===== src/rtl/gpio_edge_pkg.sv =====
package gpio_edge_pkg;

  // Word indices (byte offset / 4) of the register map.
  localparam int WORD_IN    = 0;   // 0x00
  localparam int WORD_OE    = 1;   // 0x04
  localparam int WORD_PEND  = 3;   // 0x0C
  localparam int WORD_OSET  = 5;   // 0x14
  localparam int WORD_OCLR  = 6;   // 0x18
  localparam int WORD_OESET = 7;   // 0x1C
  localparam int WORD_OECLR = 8;   // 0x20
  localparam int WORD_RISE  = 10;  // 0x28
  localparam int WORD_FALL  = 11;  // 0x2C

  typedef enum logic [2:0] {
    RD_NONE,
    RD_IN,
    RD_OE,
    RD_PEND,
    RD_RISE,
    RD_FALL
  } rdSel_e;

  typedef struct packed {
    logic   outSet;
    logic   outClr;
    logic   oeSet;
    logic   oeClr;
    logic   riseWr;
    logic   fallWr;
    logic   pendAck;
    rdSel_e rdSel;
  } bankStrobe_t;

endpackage


===== src/rtl/gpio_edge_ctrl.sv =====
module gpio_edge_ctrl
  import gpio_edge_pkg::*;
#(
  parameter int ADDR_W = 8
) (
  input  logic [ADDR_W-1:0] busAddr,
  input  logic              busWrEn,
  output bankStrobe_t       strobe
);

  localparam int WORD_W = ADDR_W - 2;

  logic [WORD_W-1:0] wordIdx;
  logic              aligned;

  assign wordIdx = busAddr[ADDR_W-1:2];
  assign aligned = (busAddr[1:0] == 2'b00);

  always_comb begin
    strobe       = '0;
    strobe.rdSel = RD_NONE;
    if (aligned) begin
      case (32'(wordIdx))
        WORD_IN:    strobe.rdSel   = RD_IN;
        WORD_OE:    strobe.rdSel   = RD_OE;
        WORD_PEND:  begin
          strobe.rdSel   = RD_PEND;
          strobe.pendAck = busWrEn;
        end
        WORD_OSET:  strobe.outSet  = busWrEn;
        WORD_OCLR:  strobe.outClr  = busWrEn;
        WORD_OESET: strobe.oeSet   = busWrEn;
        WORD_OECLR: strobe.oeClr   = busWrEn;
        WORD_RISE:  begin
          strobe.rdSel  = RD_RISE;
          strobe.riseWr = busWrEn;
        end
        WORD_FALL:  begin
          strobe.rdSel  = RD_FALL;
          strobe.fallWr = busWrEn;
        end
        default:    strobe.rdSel   = RD_NONE;
      endcase
    end
  end

endmodule


===== src/rtl/gpio_edge_sync.sv =====
module gpio_edge_sync #(
  parameter int WIDTH  = 32,
  parameter int STAGES = 2
) (
  input  logic             clk,
  input  logic             rst_n,
  input  logic [WIDTH-1:0] din,
  output logic [WIDTH-1:0] dout
);

  logic [WIDTH-1:0] stage [STAGES];

  for (genvar s = 0; s < STAGES; s++) begin : g_stage
    if (s == 0) begin : g_first
      always_ff @(posedge clk or negedge rst_n) begin
        if (!rst_n) stage[s] <= '0;
        else        stage[s] <= din;
      end
    end else begin : g_next
      always_ff @(posedge clk or negedge rst_n) begin
        if (!rst_n) stage[s] <= '0;
        else        stage[s] <= stage[s-1];
      end
    end
  end

  assign dout = stage[STAGES-1];

endmodule


===== src/rtl/gpio_edge_dp.sv =====
module gpio_edge_dp
  import gpio_edge_pkg::*;
#(
  parameter int NUM_PINS    = 32,
  parameter int SYNC_STAGES = 2
) (
  input  logic                clk,
  input  logic                rst_n,
  input  bankStrobe_t         strobe,
  input  logic [31:0]         wrData,
  input  logic [NUM_PINS-1:0] pinIn,
  output logic [NUM_PINS-1:0] pinOut,
  output logic [NUM_PINS-1:0] pinOutEn,
  output logic [NUM_PINS-1:0] pendVec,
  output logic                irqOut,
  output logic [31:0]         rdData
);

  logic [NUM_PINS-1:0] wrBits;
  logic [NUM_PINS-1:0] outReg;
  logic [NUM_PINS-1:0] oeReg;
  logic [NUM_PINS-1:0] riseEn;
  logic [NUM_PINS-1:0] fallEn;
  logic [NUM_PINS-1:0] syncVal;
  logic [NUM_PINS-1:0] prevVal;
  logic [NUM_PINS-1:0] riseHit;
  logic [NUM_PINS-1:0] fallHit;
  logic [NUM_PINS-1:0] pendReg;
  logic [NUM_PINS-1:0] rdSelVec;

  assign wrBits = wrData[NUM_PINS-1:0];

  // Output data: write-one-to-set / write-one-to-clear
  always_ff @(posedge clk or negedge rst_n) begin
    if (!rst_n)             outReg <= '0;
    else if (strobe.outSet) outReg <= outReg | wrBits;
    else if (strobe.outClr) outReg <= outReg & ~wrBits;
  end

  // Direction: write-one-to-set / write-one-to-clear
  always_ff @(posedge clk or negedge rst_n) begin
    if (!rst_n)            oeReg <= '0;
    else if (strobe.oeSet) oeReg <= oeReg | wrBits;
    else if (strobe.oeClr) oeReg <= oeReg & ~wrBits;
  end

  // Edge enables: plain read/write
  always_ff @(posedge clk or negedge rst_n) begin
    if (!rst_n) begin
      riseEn <= '0;
      fallEn <= '0;
    end else begin
      if (strobe.riseWr) riseEn <= wrBits;
      if (strobe.fallWr) fallEn <= wrBits;
    end
  end

  gpio_edge_sync #(
    .WIDTH (NUM_PINS),
    .STAGES(SYNC_STAGES)
  ) u_sync (
    .clk  (clk),
    .rst_n(rst_n),
    .din  (pinIn),
    .dout (syncVal)
  );

  always_ff @(posedge clk or negedge rst_n) begin
    if (!rst_n) prevVal <= '0;
    else        prevVal <= syncVal;
  end

  assign riseHit = syncVal & ~prevVal & riseEn;
  assign fallHit = ~syncVal & prevVal & fallEn;

  // Per-pin sticky pending flag; a new edge beats a same-cycle clear.
  for (genvar p = 0; p < NUM_PINS; p++) begin : g_pend
    logic ackBit;
    assign ackBit = strobe.pendAck & wrBits[p];
    always_ff @(posedge clk or negedge rst_n) begin
      if (!rst_n)                      pendReg[p] <= 1'b0;
      else if (riseHit[p] | fallHit[p]) pendReg[p] <= 1'b1;
      else if (ackBit)                 pendReg[p] <= 1'b0;
    end
  end

  always_comb begin
    case (strobe.rdSel)
      RD_IN:   rdSelVec = syncVal;
      RD_OE:   rdSelVec = oeReg;
      RD_PEND: rdSelVec = pendReg;
      RD_RISE: rdSelVec = riseEn;
      RD_FALL: rdSelVec = fallEn;
      default: rdSelVec = '0;
    endcase
    rdData                 = '0;
    rdData[NUM_PINS-1:0]   = rdSelVec;
  end

  assign pinOut   = outReg;
  assign pinOutEn = oeReg;
  assign pendVec  = pendReg;
  assign irqOut   = |pendReg;

endmodule


===== src/rtl/gpio_edge_bank.sv =====
module gpio_edge_bank
  import gpio_edge_pkg::*;
#(
  parameter int NUM_PINS    = 32,
  parameter int ADDR_W      = 8,
  parameter int SYNC_STAGES = 2
) (
  input  logic                clk,
  input  logic                rst_n,
  input  logic [ADDR_W-1:0]   busAddr,
  input  logic [31:0]         busWrData,
  input  logic                busWrEn,
  output logic [31:0]         busRdData,
  input  logic [NUM_PINS-1:0] pinIn,
  output logic [NUM_PINS-1:0] pinOut,
  output logic [NUM_PINS-1:0] pinOutEn,
  output logic                irqOut
);

  bankStrobe_t         strobe;
  logic [NUM_PINS-1:0] pendVec;

  gpio_edge_ctrl #(
    .ADDR_W(ADDR_W)
  ) u_ctrl (
    .busAddr(busAddr),
    .busWrEn(busWrEn),
    .strobe (strobe)
  );

  gpio_edge_dp #(
    .NUM_PINS   (NUM_PINS),
    .SYNC_STAGES(SYNC_STAGES)
  ) u_dp (
    .clk     (clk),
    .rst_n   (rst_n),
    .strobe  (strobe),
    .wrData  (busWrData),
    .pinIn   (pinIn),
    .pinOut  (pinOut),
    .pinOutEn(pinOutEn),
    .pendVec (pendVec),
    .irqOut  (irqOut),
    .rdData  (busRdData)
  );

endmodule


===== config.mk =====
export PLATFORM = sky130hd
export DESIGN_NAME = gpio_edge_bank
export DESIGN_NICKNAME = d
export VERILOG_FILES = /design/src/rtl/gpio_edge_pkg.sv /design/src/rtl/gpio_edge_ctrl.sv /design/src/rtl/gpio_edge_sync.sv /design/src/rtl/gpio_edge_dp.sv /design/src/rtl/gpio_edge_bank.sv
export SDC_FILE = /design/constraint.sdc
export NUM_CORES = 1
export LEC_CHECK = 0
export CORE_MARGIN = 3
export CORE_UTILIZATION = 30
export CTS_BUF_LIST = sky130_fd_sc_hd__clkbuf_4 sky130_fd_sc_hd__clkbuf_8 sky130_fd_sc_hd__clkbuf_16
export CTS_CLUSTER_SIZE = 24
export DETAILED_ROUTE_END_ITERATION = 12
export DONT_BUFFER_PORTS = 1
export HOLD_SLACK_MARGIN = 0.12
export PLACE_DENSITY = 0.51
export SYNTH_ARGS = -nofsm -noshare
export SYNTH_HDL_FRONTEND = slang
export SYNTH_SLANG_ARGS = --single-unit
export TNS_END_PERCENT = 20

===== constraint.sdc =====
create_clock -name clk -period 2.7 [get_ports clk]
set_input_delay 0.27 -clock clk [delete_from_list [all_inputs] [get_ports clk]]
set_output_delay 0.27 -clock clk [all_outputs]
set_load 0.02 [all_outputs]

==> out/metrics.csv <==
stage,metric,value,unit
routing,via_per_inst,5.06,
yosys,synthMuxAreaShare,11.1,%
pwr,internal_power,7.02,mW
critical_path,cp_slowest_cell,nor4_1,
floorplan,num_rows,67,
floorplan,die_area,36900,µm²
critical_path,path_cells,nor4_1 -> nand4_1 -> or2_2,
routing,wl_per_cell,21.6,µm
finish,stdcell_count,1399,
critical_path,crit_family,simple AND/OR/NAND/NOR gates,
sta,finalSetupViolCount,0,
yosys,synth_fa_ha_area_share,0,%
yosys,synth_cell_types,34,
routing,ant_nets,0,
clock_network,cts_root_buf,clkbuf_16,
pwr,p_leak,5.92,nW
finish,seq_area,6410,µm²
finish,utilization,38.2,%
critical_path,path_depth,3,
outcome,status,"finished, violations left",
critical_path,critPathLaunchType,flop,
critical_path,critPathMaxStageDelay,0.49,ns
yosys,yosysSeqAreaShare,61.6,%
clock_network,cts_resized,0,
sta,hold_viol,256,
global_route,grt_max_degree,257,
placement,dpl.cell_count,1281,
yosys,syn-cell-area,10400,µm²
pwr,ir_worst_vdd,0.464,mV
placement,port-buffer-count,0,
sta,clock.fmax,418,MHz
critical_path,r2r_cells,3,
finish,synthToLayoutAreaGrowth,24.4,%
clock_network,cts_made_buffers,30,
yosys,synth_top_family_by_area,compound AO/OA/AOI/OAI gates,
pwr,total_power,9.22,mW
pwr,p_per_area,713,nW/µm²
routing,drtIter0Drc,499,
floorplan,die_h,192,µm
sta,setup_tns,0,ns
clock_network,post_cts_buffers,0,
sta,slew_viol_final,0,
finish,fin_nets,1004,
sta,timing.final.ws_setup,0.310,ns
clock_network,cts_tree,built,
critical_path,cp.required,2.43,ns
pwr,p_sw,2.21,mW
sta,hold_slack,-0.585,ns
pwr,clkPwrFrac,44.1,%
finish,fill_cells,3254,
clock_network,ctsHoldBuffers,64,
floorplan,start_util,30.7,%
pwr,seqPwrFrac,49.8,%
sta,worstMarginPinSlew,0.631,ns
hold_path,hold_path.class,in2async,
floorplan,fp.coreArea,33900,µm²
clock_network,path_clk_slew,0.06,ns
routing,drt_first_pass_iters,5,
finish,fin_area,12900,µm²
routing,totalWireLength,30.3,mm
placement,dpl.hpwl,18.7,mm
finish,multi_input_area,3860,µm²
critical_path,worstPathArrival,2.12,ns
global_route,grt_pass1_wl,46.1,mm
routing,via_count,7076,
floorplan,die-width,192,µm
yosys,synth-seq-cells,256,
yosys,synth-xor-area-share,0,%
yosys,yosys_warnings,0,
sta,rsz0062_at_grt,no,
clock_network,clk_latency,0.55,ns
placement,place_area,11300,µm²
yosys,synth_nets,895,
sta,fin_crit_sh,88.5,%
global_route,antenna_found_initial,2,
finish,drive_above_1_share,18.6,%
global_route,overflow,0,
pwr,swShare,23.9,%
flow_run,drv_cap,0,
floorplan,num_io_pins,172,
critical_path,r2r_slack,1.81,ns
clock_network,clock_path_buffers,3,
critical_path,critPathMaxFanout,3,
yosys,syn_inst,820,
global_route,grt_pass1_vias,7380,
sta,slew-limit-headroom,58.0,%
clock_network,htreeDepth,1,
placement,dp_slack,0.534,ns
critical_path,critPathLaunch,u_dp.pendVec[6],
sta,skew,0.0118,ns
critical_path,endpoint_kind,primary output,
critical_path,crit_type,reg2out,
clock_network,clock-sinks,256,
critical_path,reg2reg_from,u_dp.u_sync.dout[29],
yosys,synth_compound_area_share,15.9,%
finish,layout_common_cells,"256 x dfrtp_1, 133 x nand2_1, 92 x a22o_1",
yosys,synth-simple-area-share,9.52,%
finish,final_common_cell,dfrtp_1,
critical_path,critPathBufInv,0,
critical_path,r2r-end,u_dp.pendVec[29],
pwr,comb_power_share,6.1,%
yosys,avgSynthCellArea,12.7,µm²
sta,fin_crit,2.39,ns
placement,place_congestion,0.783,
routing,drc,0,
outcome,violations,hold timing,
global_route,grtUsageTotal,16.3,%
## synthesized netlist by cell type
cell type,n,area share (%)
mux2_2,26,2.8
and2_1,1,0.060
nand4bb_1,1,0.11
nor4_1,9,0.54
or3_1,3,0.18
buf_2,14,0.67
nor4_2,2,0.24
or4b_1,1,0.096
clkbuf_1,23,0.83
nand3_1,1,0.048
o2bb2ai_1,4,0.34
nand2_1,133,4.8
nor3_2,3,0.29
nor3_1,4,0.19
or4_1,1,0.072
mux2i_1,32,3.1
o21ai_0,64,3.1
a32oi_1,4,0.34
a22oi_1,28,2.0
buf_6,3,0.32
a21o_1,32,2.3
and3_1,2,0.12
mux2_1,8,0.87
buf_1,2,0.072
or2_2,1,0.060
nand3b_1,32,2.3
a22o_1,92,7.7
mux2_4,30,4.3
nand2b_1,2,0.12
nand4_1,2,0.12
nor2_1,2,0.072
or3b_1,1,0.084
dfrtp_1,256,62
o22ai_1,1,0.060
## cell type report
class | count | share of cell area, %
Sequential cell | 256 | 49.5
Multi-Input combinational cell | 522 | 29.8
Timing Repair Buffer | 119 | 8.53
Clock buffer | 40 | 6.53
Tap cell | 448 | 4.33
Clock inverter | 11 | 1.18
Antenna cell | 3 | 0.0580
## cell families after synthesis
group | count (synthesis)
mux | 96
flops | 256
simple gates | 201
buf+inv | 42
compound gates | 225
## worst max path at each step
stage               endpoint  slack (ns)
2_1_floorplan  busRdData[19]        0.60
3_3_place_gp   busRdData[17]        0.52
3_5_place_dp    busRdData[6]        0.53
4_1_cts               irqOut        0.19
5_1_grt               irqOut        0.15
6_report              irqOut        0.31
## per-layer routing
layer	global-route usage, %	part of all wire (%)	vias to the layer above
met3	3.29	5.3	40
met1	21.9	44	3621
met4	3.53	2.1	0
met5	0	0	-
met2	27.3	48	176
li1	-	-	3239
## power groups by stage
stage	sequential [mW]	combinational (mW)	clock [mW]
floorplan	4.52	0.360	0
global placement	4.66	0.437	0
detailed placement	4.66	0.449	0
CTS	4.60	0.573	4.21
global route	4.64	0.620	4.38
finish	4.59	0.566	4.07
Power figures use the tool's default switching activity.
